===== src/rtl/rfd_pkg.sv =====
package rfd_pkg;
  // One decoded timing event, common to both timing sources
  typedef struct packed {
    logic vld;
    logic f;
    logic v;
    logic h;
  } rfd_evt_t;

  // Active-sample correction: code words counted after the SAV marker
  localparam logic [2:0] TRS_ACT_OFFSET = 3'd4;
  localparam logic [2:0] EXT_ACT_OFFSET = 3'd0;
endpackage


===== src/rtl/rfd_rst_sync.sv =====
module rfd_rst_sync (
  input  logic clk,
  input  logic rst_n_in,
  output logic rst_n_out
);
  logic [1:0] stage_q;
  logic [1:0] stage_d;

  always_comb stage_d = {stage_q[0], 1'b1};

  always_ff @(posedge clk or negedge rst_n_in) begin
    if (!rst_n_in) stage_q <= 2'b00;
    else           stage_q <= stage_d;
  end

  assign rst_n_out = stage_q[1];
endmodule


===== src/rtl/rfd_trs_decode.sv =====
module rfd_trs_decode import rfd_pkg::*; #(
  parameter int DATA_W = 10
) (
  input  logic              clk,
  input  logic              rst_n,
  input  logic              clr,
  input  logic [DATA_W-1:0] din,
  output rfd_evt_t          evt
);
  localparam int BIT_F = DATA_W - 2;
  localparam int BIT_V = DATA_W - 3;
  localparam int BIT_H = DATA_W - 4;
  localparam logic [DATA_W-1:0] WORD_ONES  = '1;
  localparam logic [DATA_W-1:0] WORD_ZEROS = '0;

  logic [DATA_W-1:0] w0_q, w1_q, w2_q;
  logic [DATA_W-1:0] w0_d, w1_d, w2_d;
  logic              hdr_seen;

  // Newest word is w0, oldest w2
  always_comb begin
    if (clr) begin
      w0_d = '0;
      w1_d = '0;
      w2_d = '0;
    end else begin
      w0_d = din;
      w1_d = w0_q;
      w2_d = w1_q;
    end
  end

  always_ff @(posedge clk or negedge rst_n) begin
    if (!rst_n) begin
      w0_q <= '0;
      w1_q <= '0;
      w2_q <= '0;
    end else begin
      w0_q <= w0_d;
      w1_q <= w1_d;
      w2_q <= w2_d;
    end
  end

  assign hdr_seen = (w2_q == WORD_ONES) && (w1_q == WORD_ZEROS) && (w0_q == WORD_ZEROS);

  always_comb begin
    evt.vld = hdr_seen && !clr;
    evt.f   = din[BIT_F];
    evt.v   = din[BIT_V];
    evt.h   = din[BIT_H];
  end
endmodule


===== src/rtl/rfd_ext_decode.sv =====
module rfd_ext_decode import rfd_pkg::*; (
  input  logic     clk,
  input  logic     rst_n,
  input  logic     clr,
  input  logic     h_in,
  input  logic     v_in,
  input  logic     f_in,
  output rfd_evt_t evt
);
  logic h_q, h_d;

  always_comb h_d = clr ? 1'b0 : h_in;

  always_ff @(posedge clk or negedge rst_n) begin
    if (!rst_n) h_q <= 1'b0;
    else        h_q <= h_d;
  end

  // Any edge of H is an event; its level tells EAV (1) from SAV (0)
  always_comb begin
    evt.vld = (h_in != h_q) && !clr;
    evt.h   = h_in;
    evt.v   = v_in;
    evt.f   = f_in;
  end
endmodule


===== src/rtl/rfd_watchdog.sv =====
module rfd_watchdog #(
  parameter int CNT_W = 16,
  parameter int LIMIT = 10000
) (
  input  logic clk,
  input  logic rst_n,
  input  logic clr,
  input  logic evt_vld,
  output logic expired
);
  localparam logic [CNT_W-1:0] LIMIT_V = CNT_W'(LIMIT);

  logic [CNT_W-1:0] idle_q, idle_d;

  always_comb begin
    if (clr || evt_vld)        idle_d = '0;
    else if (idle_q != LIMIT_V) idle_d = idle_q + 1'b1;
    else                        idle_d = idle_q;
  end

  always_ff @(posedge clk or negedge rst_n) begin
    if (!rst_n) idle_q <= '0;
    else        idle_q <= idle_d;
  end

  assign expired = (idle_q == LIMIT_V);
endmodule


===== src/rtl/rfd_measure.sv =====
module rfd_measure import rfd_pkg::*; #(
  parameter int SAMP_W   = 13,
  parameter int LINE_W   = 11,
  parameter int PUB_LINE = 12
) (
  input  logic              clk,
  input  logic              rst_n,
  input  logic              clr,
  input  rfd_evt_t          evt,
  input  logic [2:0]        act_off,
  output logic [SAMP_W-1:0] st_o,
  output logic [SAMP_W-1:0] sa_o,
  output logic [LINE_W-1:0] lt_o,
  output logic [LINE_W-1:0] la_o,
  output logic              lock_o,
  output logic              il_o,
  output logic              publish_o
);
  localparam logic [SAMP_W-1:0] S_MAX = '1;
  localparam logic [LINE_W-1:0] L_MAX = '1;
  localparam logic [SAMP_W-1:0] S_ONE = SAMP_W'(1);
  localparam logic [LINE_W-1:0] L_ONE = LINE_W'(1);
  localparam logic [LINE_W-1:0] L_PUB = LINE_W'(PUB_LINE);

  // Line-level counters and latches
  logic [SAMP_W-1:0] samp_q, samp_d, act_q, act_d;
  logic [SAMP_W-1:0] ln_tot_q, ln_tot_d, ln_act_q, ln_act_d;
  // Field / frame counters and latches
  logic [LINE_W-1:0] fl_q, fl_d, al_q, al_d;
  logic [LINE_W-1:0] fld_tot_q, fld_tot_d, fld_act_q, fld_act_d;
  logic [LINE_W-1:0] lc_q, lc_d;
  logic              v_q, v_d, f_q, f_d;
  logic              tog_q, tog_d, ilp_q, ilp_d;
  logic [1:0]        cf_q, cf_d;
  // Published state
  logic [SAMP_W-1:0] st_q, st_d, sa_q, sa_d;
  logic [LINE_W-1:0] lt_q, lt_d, la_q, la_d;
  logic              lock_q, lock_d, il_q, il_d;

  logic              eav, sav, vrise, fstart, tog_now, frame_tog, publish;
  logic [SAMP_W-1:0] off_w, act_trim;

  always_comb begin
    eav       = evt.vld && evt.h;
    sav       = evt.vld && !evt.h;
    vrise     = eav && evt.v && !v_q;
    fstart    = vrise && !evt.f;
    tog_now   = eav && (evt.f != f_q);
    frame_tog = tog_q || tog_now;
    publish   = eav && (lc_q == L_PUB) && !fstart;
    off_w     = {{(SAMP_W-3){1'b0}}, act_off};
    act_trim  = (act_q > off_w) ? (act_q - off_w) : '0;
  end

  // Sample-level next state
  always_comb begin
    samp_d   = eav ? S_ONE : ((samp_q == S_MAX) ? samp_q : samp_q + 1'b1);
    act_d    = sav ? S_ONE : ((act_q == S_MAX) ? act_q : act_q + 1'b1);
    ln_tot_d = eav ? samp_q : ln_tot_q;
    ln_act_d = eav ? act_trim : ln_act_q;
  end

  // Line-level next state
  always_comb begin
    v_d = eav ? evt.v : v_q;
    f_d = eav ? evt.f : f_q;

    if (vrise)    fl_d = L_ONE;
    else if (eav) fl_d = (fl_q == L_MAX) ? fl_q : fl_q + 1'b1;
    else          fl_d = fl_q;

    if (vrise)              al_d = '0;
    else if (eav && !evt.v) al_d = (al_q == L_MAX) ? al_q : al_q + 1'b1;
    else                    al_d = al_q;

    fld_tot_d = vrise ? fl_q : fld_tot_q;
    fld_act_d = vrise ? al_q : fld_act_q;

    if (fstart)   lc_d = L_ONE;
    else if (eav) lc_d = (lc_q == L_MAX) ? lc_q : lc_q + 1'b1;
    else          lc_d = lc_q;
  end

  // Frame-level interlace tracking
  always_comb begin
    tog_d = tog_q;
    ilp_d = ilp_q;
    cf_d  = cf_q;
    if (fstart) begin
      tog_d = 1'b0;
      if (frame_tog) begin
        ilp_d = 1'b1;
        cf_d  = 2'd0;
      end else begin
        if (cf_q != 2'd0) ilp_d = 1'b0;
        cf_d = (cf_q == 2'd3) ? cf_q : cf_q + 2'd1;
      end
    end else if (tog_now) begin
      tog_d = 1'b1;
    end
  end

  // Publish next state; compares against the previously published set
  always_comb begin
    st_d   = st_q;
    sa_d   = sa_q;
    lt_d   = lt_q;
    la_d   = la_q;
    lock_d = lock_q;
    il_d   = il_q;
    if (publish) begin
      st_d   = ln_tot_q;
      sa_d   = ln_act_q;
      lt_d   = fld_tot_q;
      la_d   = fld_act_q;
      il_d   = ilp_q;
      lock_d = (ln_tot_q == st_q) && (fld_tot_q == lt_q) &&
               (ln_tot_q != '0) && (fld_tot_q != '0);
    end
  end

  always_ff @(posedge clk or negedge rst_n) begin
    if (!rst_n) begin
      samp_q <= '0; act_q <= '0; ln_tot_q <= '0; ln_act_q <= '0;
      fl_q <= '0; al_q <= '0; fld_tot_q <= '0; fld_act_q <= '0; lc_q <= '0;
      v_q <= 1'b0; f_q <= 1'b0; tog_q <= 1'b0; ilp_q <= 1'b0; cf_q <= 2'd0;
      st_q <= '0; sa_q <= '0; lt_q <= '0; la_q <= '0;
      lock_q <= 1'b0; il_q <= 1'b0;
    end else if (clr) begin
      samp_q <= '0; act_q <= '0; ln_tot_q <= '0; ln_act_q <= '0;
      fl_q <= '0; al_q <= '0; fld_tot_q <= '0; fld_act_q <= '0; lc_q <= '0;
      v_q <= 1'b0; f_q <= 1'b0; tog_q <= 1'b0; ilp_q <= 1'b0; cf_q <= 2'd0;
      st_q <= '0; sa_q <= '0; lt_q <= '0; la_q <= '0;
      lock_q <= 1'b0; il_q <= 1'b0;
    end else begin
      samp_q <= samp_d; act_q <= act_d; ln_tot_q <= ln_tot_d; ln_act_q <= ln_act_d;
      fl_q <= fl_d; al_q <= al_d; fld_tot_q <= fld_tot_d; fld_act_q <= fld_act_d;
      lc_q <= lc_d;
      v_q <= v_d; f_q <= f_d; tog_q <= tog_d; ilp_q <= ilp_d; cf_q <= cf_d;
      st_q <= st_d; sa_q <= sa_d; lt_q <= lt_d; la_q <= la_d;
      lock_q <= lock_d; il_q <= il_d;
    end
  end

  assign st_o      = st_q;
  assign sa_o      = sa_q;
  assign lt_o      = lt_q;
  assign la_o      = la_q;
  assign lock_o    = lock_q;
  assign il_o      = il_q;
  assign publish_o = publish && !clr;
endmodule


===== src/rtl/raster_fmt_detect.sv =====
module raster_fmt_detect import rfd_pkg::*; #(
  parameter int DATA_W     = 10,
  parameter int SAMP_W     = 13,
  parameter int LINE_W     = 11,
  parameter int PUB_LINE   = 12,
  parameter int WDOG_W     = 16,
  parameter int WDOG_LIMIT = 10000
) (
  input  logic              clk,
  input  logic              rst_n,
  input  logic              std_mode,
  input  logic              proc_en,
  input  logic              src_sel,
  input  logic [DATA_W-1:0] vid_data,
  input  logic              ext_h,
  input  logic              ext_v,
  input  logic              ext_f,
  output logic [SAMP_W-1:0] samples_total,
  output logic [SAMP_W-1:0] samples_active,
  output logic [LINE_W-1:0] lines_total,
  output logic [LINE_W-1:0] lines_active,
  output logic              std_locked,
  output logic              interlaced
);
  logic     rst_n_s;
  logic     en, dis;
  logic     wd_exp, meas_clr, pub_pulse;
  rfd_evt_t trs_evt, ext_evt, sel_evt;
  logic [2:0] act_off;

  assign en       = std_mode && proc_en;
  assign dis      = !en;
  assign meas_clr = dis || wd_exp;

  rfd_rst_sync u_rst (
    .clk       (clk),
    .rst_n_in  (rst_n),
    .rst_n_out (rst_n_s)
  );

  rfd_trs_decode #(.DATA_W(DATA_W)) u_trs (
    .clk   (clk),
    .rst_n (rst_n_s),
    .clr   (dis),
    .din   (vid_data),
    .evt   (trs_evt)
  );

  rfd_ext_decode u_ext (
    .clk   (clk),
    .rst_n (rst_n_s),
    .clr   (dis),
    .h_in  (ext_h),
    .v_in  (ext_v),
    .f_in  (ext_f),
    .evt   (ext_evt)
  );

  always_comb begin
    sel_evt = src_sel ? ext_evt : trs_evt;
    act_off = src_sel ? EXT_ACT_OFFSET : TRS_ACT_OFFSET;
  end

  rfd_watchdog #(.CNT_W(WDOG_W), .LIMIT(WDOG_LIMIT)) u_wdog (
    .clk     (clk),
    .rst_n   (rst_n_s),
    .clr     (dis),
    .evt_vld (sel_evt.vld),
    .expired (wd_exp)
  );

  rfd_measure #(.SAMP_W(SAMP_W), .LINE_W(LINE_W), .PUB_LINE(PUB_LINE)) u_meas (
    .clk       (clk),
    .rst_n     (rst_n_s),
    .clr       (meas_clr),
    .evt       (sel_evt),
    .act_off   (act_off),
    .st_o      (samples_total),
    .sa_o      (samples_active),
    .lt_o      (lines_total),
    .la_o      (lines_active),
    .lock_o    (std_locked),
    .il_o      (interlaced),
    .publish_o (pub_pulse)
  );
endmodule


===== config.mk =====
export PLATFORM = sky130hd
export DESIGN_NAME = raster_fmt_detect
export DESIGN_NICKNAME = d
export VERILOG_FILES = /design/src/rtl/rfd_pkg.sv /design/src/rtl/rfd_rst_sync.sv /design/src/rtl/rfd_trs_decode.sv /design/src/rtl/rfd_ext_decode.sv /design/src/rtl/rfd_watchdog.sv /design/src/rtl/rfd_measure.sv /design/src/rtl/raster_fmt_detect.sv
export SDC_FILE = /design/constraint.sdc
export NUM_CORES = 1
export LEC_CHECK = 0
export ABC_AREA = 1
export BUFFER_PORTS_ARGS = -buffer_cell sky130_fd_sc_hd__buf_2
export CAP_MARGIN = 25
export CORE_MARGIN = 4
export CORE_UTILIZATION = 45
export CTS_BUF_LIST = sky130_fd_sc_hd__clkbuf_4
export DETAILED_ROUTE_END_ITERATION = 7
export PLACE_DENSITY_LB_ADDON = 0.1
export SYNTH_ARGS = -nofsm -noshare
export SYNTH_HDL_FRONTEND = slang
export SYNTH_SLANG_ARGS = --single-unit
export TNS_END_PERCENT = 20

===== constraint.sdc =====
create_clock -name clk -period 11.5 [get_ports clk]
set_input_delay 2.3 -clock clk [delete_from_list [all_inputs] [get_ports clk]]
set_output_delay 2.3 -clock clk [all_outputs]
set_load 0.02 [all_outputs]

Yosys cells after proc, flatten, opt, wreduce, memory -nomap -nowiden
Index checks and enable logic that the tools add are counted. Widths: inputs -> output; s select.

Register bits: 212. Word-level logic and storage cells: 163.

Mux-type cells: 62. Order comparisons: 1. Reduce and logical (&&, ||, !) cells: 46. Add/subtract/negate cells: 8. Equality and inequality tests: 20.

Operator list (number): $mux 11 (20); $mux 13 (15); $add 11x1->11 const B (3); $eq 11x11->1 const B (3); $mux 16 (2); $mux 10 (3); $add 13x1->13 const B (2); $eq 13x13->1 const B (2); $logic_not 10->1 (2); $ne 3x2->1 const B (6); $logic_and 1x1->1 (17); $add 16x1->16 const B (1); $eq 16x14->1 const B (1); $mux 1 (16); $ne 16x14->1 const B (1); $reduce_bool 3->1 (5); $eq 13x13->1 (1); $gt 13x3->1 (1); $reduce_bool 13->1 (1); $sub 13x3->13 (1); $reduce_bool 2->1 (6); $eq 11x11->1 (1); $eq 11x4->1 const B (1); $reduce_bool 11->1 (1); other kinds (10) (25).

Logic depth before layout (Yosys ltp)
Depth in word-level cells: 13. Depth in mapped cells: 15. Gate-level depth less buffers: 14.

Hierarchy
From an unflattened synthesis, not the netlist that was laid out.

Cell total of the unflattened synthesis: 1360. Area total of the unflattened synthesis: 10587.7 um^2.

By module, submodules not included: rfd_measure (seq. area each 4078.9 um^2, cells each 1055, instances 1, area each 8237.9 um^2); rfd_trs_decode (seq. area each 750.7 um^2, cells each 127, instances 1, area each 1133.6 um^2); rfd_watchdog (seq. area each 400.4 um^2, cells each 147, instances 1, area each 1022.2 um^2); rfd_ext_decode (seq. area each 25.0 um^2, cells each 11, instances 1, area each 75.1 um^2); raster_fmt_detect (seq. area each 0.0 um^2, cells each 17, instances 1, area each 65.1 um^2); rfd_rst_sync (seq. area each 50.0 um^2, cells each 3, instances 1, area each 53.8 um^2).

Least setup slack after synthesis
OpenSTA, ideal clock, no wires.

Path type: input to register. Start: input src_sel. End: register u_meas.ln_act_q[4]. Buffers on the path: 1. Stages on the path: 11. Setup time: 0.123 ns. Slack: 7.823 ns. Arrival time: 3.554 ns. Path through: inv_2 > ha_1 > inv_1 > nor2_1 > nand3_1 > nor2_1 > nand3_1 > a21o_1 > nand2_1 > buf_2 > o21ai_1.

Longest elaborated chain between the ends: 5. Elaborated cells between the ends (all ways): 9. Classes of those cells: 1 x add/sub; 1 x order compare; 5 x mux; 2 x reduce/logical.

Ends and longest elaborated chain: from (decl) (line raster_fmt_detect.sv:13) `input logic src_sel,`; $mux 3 (line raster_fmt_detect.sv:61) `act_off = src_sel ? EXT_ACT_OFFSET : TRS_ACT_OFFSET;`; $sub 13x3->13 / $gt 13x3->1 (equally long branches) (line rfd_measure.sv:52) `act_trim = (act_q > off_w) ? (act_q - off_w) : '0;`; $mux 13 (line rfd_measure.sv:52); $mux 13 (line rfd_measure.sv:60) `ln_act_d = eav ? act_trim : ln_act_q;`; $mux 13 (line rfd_measure.sv:129) `end else if (clr) begin`; to (signal assigned) (line rfd_measure.sv:136) `samp_q <= samp_d; act_q <= act_d; ln_tot_q <= ln_tot_d; ln_act_q <= ln_act_d;`; to (decl) (line rfd_measure.sv:27) `logic [SAMP_W-1:0] ln_tot_q, ln_tot_d, ln_act_q, ln_act_d;`.

Several ways; a longest one is shown, not always the timed one. The select of a mux whose other input is x is not followed. A chain may end at the register's enable or synchronous reset.

Worst setup path after layout
Start: input std_mode. End: register u_meas.fl_q[6].

Longest elaborated chain between the ends: 8. Elaborated cells between the ends (all ways): 14. Classes of those cells: 1 x eq/ne; 3 x mux; 10 x reduce/logical.

Ends and longest elaborated chain: from (decl) (line raster_fmt_detect.sv:11) `input logic std_mode,`; $logic_and 1x1->1 * (line raster_fmt_detect.sv:31) `assign en = std_mode && proc_en;`; $logic_and 1x1->1 (on tied branches) (line rfd_trs_decode.sv:48, rfd_ext_decode.sv:21); $mux 4 (line raster_fmt_detect.sv:60) `sel_evt = src_sel ? ext_evt : trs_evt;`; $logic_and 1x1->1 (line rfd_measure.sv:44) `eav = evt.vld && evt.h;`; $logic_and 1x1->1 (2 in a row) (line rfd_measure.sv:46) `vrise = eav && evt.v && !v_q;`; $ne 3x2->1 (no line), or another cell as far along; $reduce_and 2->1 (no line) / $mux 11 (equally long branches); to (signal assigned) (line rfd_measure.sv:137) `fl_q <= fl_d; al_q <= al_d; fld_tot_q <= fld_tot_d; fld_act_q <= fld_act_d;`; to (decl) (line rfd_measure.sv:29) `logic [LINE_W-1:0] fl_q, fl_d, al_q, al_d;`.

Mark *: on every way between the ends. The rest lies on a longest branch, timed or not.

==> flow_summary.ini <==
[run_status]
status = complete, no violations

[cells_and_area]
post-route-util_pct = 52.1
finalNonFillerCells = 1619
drive_gt1_share_pct = 14.4
fin_nets = 1324
layout_common_cells = 261 x nand2_1, 211 x dfrtp_1, 141 x nor2_1
layout_commonest_cell = nand2_1
area_delta_synth_final_pct = 13.0

[timing]
post-route-period-util_pct = 38.1
skew_ns = 0.0320
finalWorstSetupSlack_ns = 7.12
hold_viol = 0
setup_viol = 0
tightest_slew_ns = 0.784
fin_tns_setup_ns = 0
relSlewSlack_pct = 47.8
whs_ns = 0.203
drv_slew = 0
rsz0062_at_grt = no
period_minus_slack_ns = 4.38
fmaxAchievable_ghz = 0.228

[yosys]
syn_area_um2 = 10100
postSynthCellCount = 1205
synth.avg_cell_area_um2 = 8.42
synth_fp_nets = 1236
synth_top_area_cell = dfrtp_1
ys_seq_elements = 212
synth.area.top_cells = dfrtp_1 52%, nand2_1 9.7%, nand3_1 5.4%
ys.flop_type = dfrtp_1
synth_edf_count = 0
ys_warn_count = 0
synthArstFlopShare_pct = 100
yosysUniqueCellTypes = 43
seq_area_frac_synth_pct = 52.3
yosysTopAreaCellShare_pct = 52.3

[critical_path]
cp.required_ns = 12.06
crit_path_top_delay_cell = inv_2
worst_path_largest_cell_delay_ns = 0.47
path_delay_family = buffers and inverters
path_cells = buf_2, nand2_1, buf_4, nor2_4, buf_4, buf_16, nand2_4, inv_2, nand2_1, nor2_1, nor2_1
worstSetupPathType = in2reg
crit_cells = 11
end_kind = flip-flop
cp_num_buf_inv = 5
cp_max_fo = 97
start_kind = input pin
reg2reg_depth = 14
arrival_ns = 4.95

[clock_tree]
postCtsSetupBuffers = 0
path_clk_slew_ns = 0.06
cts-resized-gates = 0
cts-buffers-inserted = 59
root_buffer = clkbuf_4
clock_latency_ns = 0.69
cts_tree = built
ctsHoldBuffers = 0
clock_sinks = 212
cts_htree_levels = 2
clockBufferDepth = 3

[placement]
io_buffer_count = 67
numPlacedInstances = 1510
post-place-ws_ns = 5.96
hpwl_um = 15300
gp_congestion = 0.801

[floorplanning]
die_w_um = 158
core-area_um2 = 22000
start_util_pct = 46.1
die-area_um2 = 25000
row_count = 54
io_pins = 68
die_y_um = 158

[global_route]
grt_pass1_vias = 8033
antenna_found_initial = 2
grt_usage_pct = 19.1
grt_pass1_wl_um = 39300
grt-ovfl-total = 0
grt_max_degree = 100

[min_path]
hold_class = reg2async

[route]
drt_iter0_markers = 498
first_pass_iters = 5
wl_um = 23200
drc = 0
ant_nets = 0
routed_via_density = 5.08
wl_per_cell_um = 14.3
routed-via-count = 8221

[run]
max_cap_viol_count = 0

[power]
ir_drop_mv = 0.0744
power_density_nw_per_um2 = 133
p_leak_nw = 5.73
==> stage by stage <==
stage               total power [mW]  area [um2]
finish                          1.52       11500
global route                    1.60       11500
CTS                             1.55       11400
detailed placement             0.836       10600
global placement               0.835       10600
floorplan                      0.817       10100
==> flip-flops by register name (all words and copies together) (netlist names), 2 cells and up <==
| name | flops |
|---|---|
| u_meas.cf_q | 2 |
| u_meas.sa_o | 13 |
| u_meas.fl_q | 11 |
| u_meas.lt_o | 11 |
| u_meas.al_q | 11 |
| u_trs.w2_q | 10 |
| u_meas.samp_q | 13 |
| u_meas.lc_q | 11 |
| u_meas.fld_act_q | 11 |
| u_wdog.idle_q | 16 |
| u_meas.st_o | 13 |
| u_trs.w0_q | 10 |
| u_meas.ln_tot_q | 13 |
| u_meas.la_o | 11 |
| u_meas.fld_tot_q | 11 |
| u_rst.stage_q | 2 |
| u_trs.w1_q | 10 |
| u_meas.ln_act_q | 13 |
| u_meas.act_q | 13 |
==> per-layer routing <==
layer	vias up	part of all wire, %	track usage, %
li1	4156	-	-
met5	-	0.052	0
met3	41	4.3	4.26
met2	149	47	30.2
met1	3873	47	26.4
met4	2	1.8	5.85
==> final timing paths <==
| path | startpoint | endpoint | slack (ns) |
|---|---|---|---|
| max | std_mode | u_meas.fl_q[6] | 7.12 |
| min | u_rst.stage_q[1] | u_trs.w0_q[0] | 0.20 |
| max reg2reg | u_wdog.idle_q[0] | u_meas.fl_q[6] | 8.10 |
| min reg2reg | u_rst.stage_q[1] | u_trs.w0_q[0] | 0.20 |
| max in group asynchronous | u_rst.stage_q[1] | u_meas.samp_q[0] | 9.74 |
| min in group clk | u_rst.stage_q[0] | u_rst.stage_q[1] | 0.35 |
==> layout make-up <==
cell class	count	area, um2
inverter	137	514
clock buffer	92	691
sequential	212	5310
timing repair buffer	75	435
fill	2205	10600
antenna	1	2.50
clock inverter	14	81.3
tap	280	350
multi-input combinational	808	4080
==> power breakdown <==
part           total [mW]  internal, mW  switching (mW)  leakage [nW]
sequential          0.756         0.751         0.00495          2.94
combinational      0.0666        0.0162          0.0504          2.32
clock               0.697         0.383           0.315         0.465
==> cell usage after synthesis, types with 5 or more instances <==
master	n
xor2_1	26
nor2_1	141
o21ai_0	43
nor3_1	24
a21oi_1	24
buf_2	19
clkbuf_1	14
o22ai_1	9
inv_1	131
ha_1	13
xnor2_1	21
buf_4	8
dfrtp_1	212
inv_2	6
o21ai_1	18
buf_1	5
nand4_1	70
nor3b_1	6
nand3_1	110
nand2_1	261
==> cell families (layout without fill, tap and decap cells) <==
group,after synthesis,in the layout,synth area share [%]
xor gates and xnor gates,47,47,4.06
buffers and inverters,185,318,7.52
adders and majority gates,13,13,1.60
DFF,212,212,52.3
AOI/OAI and AO/OA,114,114,6.29
and+or+nand+nor,633,633,28.2
other,1,2,0.0370
Power figures use the tool's default switching activity.
